<file path="config.mk">
export PLATFORM = sky130hd
export DESIGN_NAME = idle_demote_filter
export DESIGN_NICKNAME = d
export VERILOG_FILES = /design/src/rtl/idle_demote_pkg.sv /design/src/rtl/idle_demote_cfg.sv /design/src/rtl/idle_demote_core.sv /design/src/rtl/idle_demote_filter.sv
export SDC_FILE = /design/constraint.sdc
export NUM_CORES = 1
export LEC_CHECK = 0
export ABC_AREA = 1
export BUFFER_PORTS_ARGS = -buffer_cell sky130_fd_sc_hd__buf_2
export CAP_MARGIN = 10
export CORE_MARGIN = 2
export CORE_UTILIZATION = 40
export CTS_BUF_LIST = sky130_fd_sc_hd__clkbuf_8
export CTS_CLUSTER_DIAMETER = 100
export DETAILED_ROUTE_END_ITERATION = 10
export HOLD_SLACK_MARGIN = 0.1
export PLACE_DENSITY_LB_ADDON = 0.12
export SYNTH_ARGS = -nofsm -noshare
export SYNTH_HDL_FRONTEND = slang
export SYNTH_SLANG_ARGS = --single-unit
export TNS_END_PERCENT = 100
</file>
<file path="constraint.sdc">
create_clock -name clk -period 1.9 [get_ports clk]
set_input_delay 0.19 -clock clk [delete_from_list [all_inputs] [get_ports clk]]
set_output_delay 0.19 -clock clk [all_outputs]
set_load 0.02 [all_outputs]
</file>
<file path="src/rtl/idle_demote_pkg.sv">
`timescale 1ns/1ps
// Shared state codes and the demotion decision.
// Assumes 3-bit codes; only C1, C3, C6, C7 are valid idle requests.
package idle_demote_pkg;
    localparam logic [2:0] ST_C0 = 3'd0;
    localparam logic [2:0] ST_C1 = 3'd1;
    localparam logic [2:0] ST_C3 = 3'd3;
    localparam logic [2:0] ST_C6 = 3'd6;
    localparam logic [2:0] ST_C7 = 3'd7;

    typedef struct packed {
        logic [2:0] code;
        logic       dem;
    } grant_t;

    // True for codes that open an idle period.
    function automatic logic is_idle_code(input logic [2:0] c);
        return (c == ST_C1) || (c == ST_C3) || (c == ST_C6) || (c == ST_C7);
    endfunction

    // Picks the granted state; the shallow path wins when both are on.
    function automatic grant_t decide(input logic [2:0] req,
                                      input logic [1:0] en,
                                      input logic       hist_ok);
        grant_t     g;
        logic [2:0] base;
        base  = (req == ST_C7) ? ST_C6 : req;
        g.code = base;
        g.dem  = 1'b0;
        if (!hist_ok && base != ST_C1) begin
            if (en[1]) begin
                g.code = ST_C1;
                g.dem  = 1'b1;
            end else if (en[0] && base == ST_C6) begin
                g.code = ST_C3;
                g.dem  = 1'b1;
            end
        end
        return g;
    endfunction
endpackage

</file>
<file path="src/rtl/idle_demote_cfg.sv">
`timescale 1ns/1ps
// Holds the demotion enables and the residency threshold.
// Assumes software writes whole words; enables come out of reset cleared.
module idle_demote_cfg #(
    parameter int          CNT_W   = 8,
    parameter logic [CNT_W-1:0] THR_RST = '1
) (
    input  logic             clk,
    input  logic             rst_n,
    input  logic             we,
    input  logic [1:0]       wr_en,
    input  logic [CNT_W-1:0] wr_thr,
    output logic [1:0]       en_q,
    output logic [CNT_W-1:0] thr_q
);
    // Configuration register update.
    always_ff @(posedge clk) begin
        if (!rst_n) begin
            en_q  <= 2'b00;
            thr_q <= THR_RST;
        end else if (we) begin
            en_q  <= wr_en;
            thr_q <= wr_thr;
        end
    end


    en_reset_chk: assert property (@(posedge clk) disable iff (!rst_n)
        !$past(we) |-> $stable(en_q));
endmodule

</file>
<file path="src/rtl/idle_demote_core.sv">
`timescale 1ns/1ps
// One core's filter: tracks the current idle period, counts its residency,
// keeps the sufficient-history bit and decides each new grant.
// Assumes entry and wake are single-cycle strobes synchronous to clk.
module idle_demote_core
    import idle_demote_pkg::*;
#(
    parameter int CNT_W = 8
) (
    input  logic             clk,
    input  logic             rst_n,
    input  logic [1:0]       en,
    input  logic [CNT_W-1:0] thr,
    input  logic             entry,
    input  logic [2:0]       req,
    input  logic             wake,
    output logic [2:0]       grant,
    output logic             demoted
);
    localparam logic [CNT_W-1:0] CNT_MAX = '1;
    localparam logic [CNT_W-1:0] CNT_ONE = CNT_W'(1);

    logic             idle_q;
    logic [CNT_W-1:0] cnt_q;
    logic             hist_q;
    logic             period_end;
    logic             hist_nxt;
    logic             accept;
    grant_t           pick;

    // Closing period result is forwarded into the same-cycle decision.
    always_comb begin
        period_end = idle_q && wake;
        hist_nxt   = period_end ? (cnt_q >= thr) : hist_q;
        accept     = entry && is_idle_code(req) && (!idle_q || period_end);
        pick       = decide(req, en, hist_nxt);
    end

    // Period tracking, residency counting and grant register.
    always_ff @(posedge clk) begin
        if (!rst_n) begin
            idle_q  <= 1'b0;
            cnt_q   <= '0;
            hist_q  <= 1'b0;
            grant   <= ST_C0;
            demoted <= 1'b0;
        end else begin
            hist_q <= hist_nxt;
            if (accept) begin
                idle_q  <= 1'b1;
                cnt_q   <= CNT_ONE;
                grant   <= pick.code;
                demoted <= pick.dem;
            end else if (period_end) begin
                idle_q  <= 1'b0;
                grant   <= ST_C0;
                demoted <= 1'b0;
            end else if (idle_q && cnt_q != CNT_MAX) begin
                cnt_q <= cnt_q + CNT_ONE;
            end
        end
    end


    code_legal_chk: assert property (@(posedge clk) disable iff (!rst_n)
        (grant == ST_C0) == !idle_q);

    c1_pass_chk: assert property (@(posedge clk) disable iff (!rst_n)
        (accept && req == ST_C1) |=> (grant == ST_C1 && !demoted));

    dem_needs_en_chk: assert property (@(posedge clk) disable iff (!rst_n)
        $rose(demoted) |-> ($past(en) != 2'b00));

    no_wake_idle_chk: assert property (@(posedge clk) disable iff (!rst_n)
        (!idle_q && !entry) |=> (grant == ST_C0 && $stable(hist_q)));

    dem_shallow_chk: assert property (@(posedge clk) disable iff (!rst_n)
        demoted |-> (grant == ST_C1 || grant == ST_C3));

    cnt_sat_chk: assert property (@(posedge clk) disable iff (!rst_n)
        (idle_q && !wake && cnt_q == CNT_MAX) |=> cnt_q == CNT_MAX);
endmodule

</file>
<file path="src/rtl/idle_demote_filter.sv">
`timescale 1ns/1ps
// Top: one shared configuration register and one filter per core.
// Assumes per-core request codes are packed 3 bits per core, core 0 lowest.
module idle_demote_filter #(
    parameter int N_CORES = 2,
    parameter int CNT_W   = 8
) (
    input  logic                 clk,
    input  logic                 rst_n,
    input  logic                 cfg_we,
    input  logic [1:0]           cfg_en,
    input  logic [CNT_W-1:0]     cfg_thr,
    input  logic [N_CORES-1:0]   idle_entry,
    input  logic [3*N_CORES-1:0] idle_req,
    input  logic [N_CORES-1:0]   idle_wake,
    output logic [3*N_CORES-1:0] grant_code,
    output logic [N_CORES-1:0]   demoted
);
    logic [1:0]       en_q;
    logic [CNT_W-1:0] thr_q;

    idle_demote_cfg #(.CNT_W(CNT_W)) u_cfg (
        .clk    (clk),
        .rst_n  (rst_n),
        .we     (cfg_we),
        .wr_en  (cfg_en),
        .wr_thr (cfg_thr),
        .en_q   (en_q),
        .thr_q  (thr_q)
    );

    // One independent filter per core.
    for (genvar i = 0; i < N_CORES; i++) begin : g_core
        idle_demote_core #(.CNT_W(CNT_W)) u_core (
            .clk     (clk),
            .rst_n   (rst_n),
            .en      (en_q),
            .thr     (thr_q),
            .entry   (idle_entry[i]),
            .req     (idle_req[3*i +: 3]),
            .wake    (idle_wake[i]),
            .grant   (grant_code[3*i +: 3]),
            .demoted (demoted[i])
        );
    end
endmodule

</file>
==> metrics.txt <==
status=finished clean; post-synth top area share=34.90%; global-route wire length before repair=7645 um; Syn Std Cell Area=0.002180 mm^2; post-synth top area cell=dfxtp_1; CP Capture Type=flip-flop; post-DR vias/cell=4.803; P_leak=1.225 nW; Die W=77.82 um; CP dominant cell by count=nand2_1; Crit path arrival time=1.77 ns; GRT Overall Usage=15.63%; post-synthesis sequential area ratio=34.90%; vias=1,998; Stages on worst setup path=10; clock sink count=38; Ports=31; fin area=0.002490 mm^2; Mapped Nets=353; ANT cells=0; slowest library cell on the worst path=dfxtp_1; Hold Slack=0.1147 ns; Cell Area, Placed=0.002399 mm^2; setup tns final=0 ns; Layout Nets=386; Routed Wire Length=4458 um; syn avg cell area=6.986 um^2; RD Place Congestion=0.7908; Final Cycle Share=81.58%; Ys Warns=0; CP bufs+invs=0; DRC viols=0; CTS max path bufs=2; crit path max fanout=5; FFs w/ async S/R, synth=0%; hold path start=cfg_thr[1]; wire length per cell=10.72 um; CTS Root Cell=clkbuf_8; clock latency on the worst-skew pair=0.29 ns; Top delay family on crit path=simple AND/OR/NAND/NOR gates; R2R depth=10; H-Tree Depth=2; VDD IR-drop max=0.3812 mV; FP Rows=26; crit-path cells=ha_1 -> nand2_1 -> nor2_1 -> nor2_1 -> nand2_1 -> nand2_1 -> nand2_1 -> nand2_1 -> nand3_1 -> a21oi_1; min-delay worst type=input pin to flip-flop; placed insts=408; Area growth, synth to finish=14.24%; startpoint types=flip-flop; final hold vios=0; fillcell total=526; Final Setup Violations=0; vias in the first global route=1,743; DRT iter0 DRCs=69; Synth Register Bits=38; Slew Viols, Final=0; final worst-path setup slack=0.3501 ns; Hold Crit Depth=3; worst slew pin tran=0.3022 ns; CTS Buf Count=5; Synth cell types=28; Reg-to-Reg Start=g_core[1].u_core.cnt_q[2]; power density over the cells=656.4 mW/mm^2; total die area=0.006055 mm^2; maximum number of pins on one net before global-route repair=18; Clock Pin Slew Worst Setup and Hold Paths=0.07 ns; Worst Setup SP=g_core[1].u_core.cnt_q[2]; postcts setup bufs=0; max-cap violation count=0; CP required=2.12 ns; PortBufs=30; most numerous cell in the Yosys netlist=nand2_1; RSZ-0062 raised after global routing=false; Post-synth EDFFs=0; Max stage delay on crit path=0.45 ns; most used flip-flop cell after synthesis=dfxtp_1; drt first pass iters=4; Chip Height=77.82 um; DRT antenna net count=0; post-DP HPWL=3500 um; Syn Inst Count=312; Initial Utilization=42.14%; skew final=0.002595 ns; ratio of cells with drive above 1 in the final layout=15.90%; Synth area leaders=dfxtp_1 (35%), nand2_1 (16%), ha_1 (10%), inv_1 (7.1%), a21oi_1 (6.7%); Post-synth top cells=nand2_1 (91), inv_1 (41), dfxtp_1 (38), a21oi_1 (29), nor2_1 (23); f_max=0.6452 GHz; initial antenna violation count=0; grt total ovfl=0; core region area=0.005172 mm^2; FF-to-FF setup slack=0.35 ns; Tot Pwr=1.634 mW; Place WS=0.3482 ns; CTS tree=done; # resized after CTS=0; min Tclk post-route=1.550 ns; fin util=48.14%; hold_buf cts=0; Layout Cells excl Fill=416; Slew headroom=79.78%; critical path class=flip-flop to flip-flop
-- worst min-delay path: stages --
cell and delay (ns):
buf_2 0.08, a21oi_1 0.05, o21ai_0 0.05
-- per-layer routing --
layer | wire [um] | up-vias | share of wire, % | global-route usage (%)
li1 | - | 1063 | - | -
met5 | 0 | - | 0 | 0
met2 | 2093 | 27 | 47 | 25.86
met3 | 143 | 7 | 3.2 | 3.605
met1 | 2173 | 901 | 49 | 20.32
met4 | 47 | 0 | 1.1 | 4.286
-- flip-flops by register name, indices dropped and copies added (netlist names) --
signal and cells:
g_core.u_core.idle_q 2, g_core.u_core.demoted 2, u_cfg.thr_q 8, g_core.u_core.grant 6, g_core.u_core.hist_q 2, g_core.u_core.cnt_q 16, u_cfg.en_q 2
-- worst paths after layout --
kind,endpoint
max,g_core[1].u_core.demoted
min,u_cfg.thr_q[1]
max reg2reg,g_core[1].u_core.demoted
min reg2reg,g_core[0].u_core.grant[2]
-- power by group --
| part | total [mW] | internal, mW | switching (mW) |
|---|---|---|---|
| sequential | 0.842 | 0.828 | 0.0139 |
| clock | 0.575 | 0.288 | 0.287 |
| combinational | 0.218 | 0.0772 | 0.141 |
| total | 1.63 | 1.19 | 0.441 |
-- cells in the final DEF (no fill, tap or decap), drive strengths merged --
cell    count
nand2      94
inv        47
dfxtp      38
buf        31
a21oi      30
nor2       26
ha         18
o21ai      17
nand3      16
clkbuf      6
xnor2       5
nor3b       3
nor3        3
nand3b      3
nand4       3
xor2        2
a31oi       2
clkinv      2
-- cells by family after synthesis --
kind of cell             count (synthesis)  synth area share, %
AO/OA/AOI/OAI                           49                12.06
XOR/XNOR                                 7                2.813
adder cells (fa/ha/maj)                 18                10.33
buffers and inverters                   52                9.414
flip-flops                              38                34.90
AND/OR/NAND/NOR                        148                30.48
-- cell type report --
type	count	area (um^2)	area share, %
well taps	70	87.58	3.518
clock inverters	2	8.758	0.3518
flip-flops and latches	38	760.7	30.55
clock buffers	6	82.58	3.317
repair buffers	31	157.7	6.332
inverters	47	178.9	7.186
multi-input cells	222	1214	48.74
No activity file was read; power rests on OpenSTA's default activity.
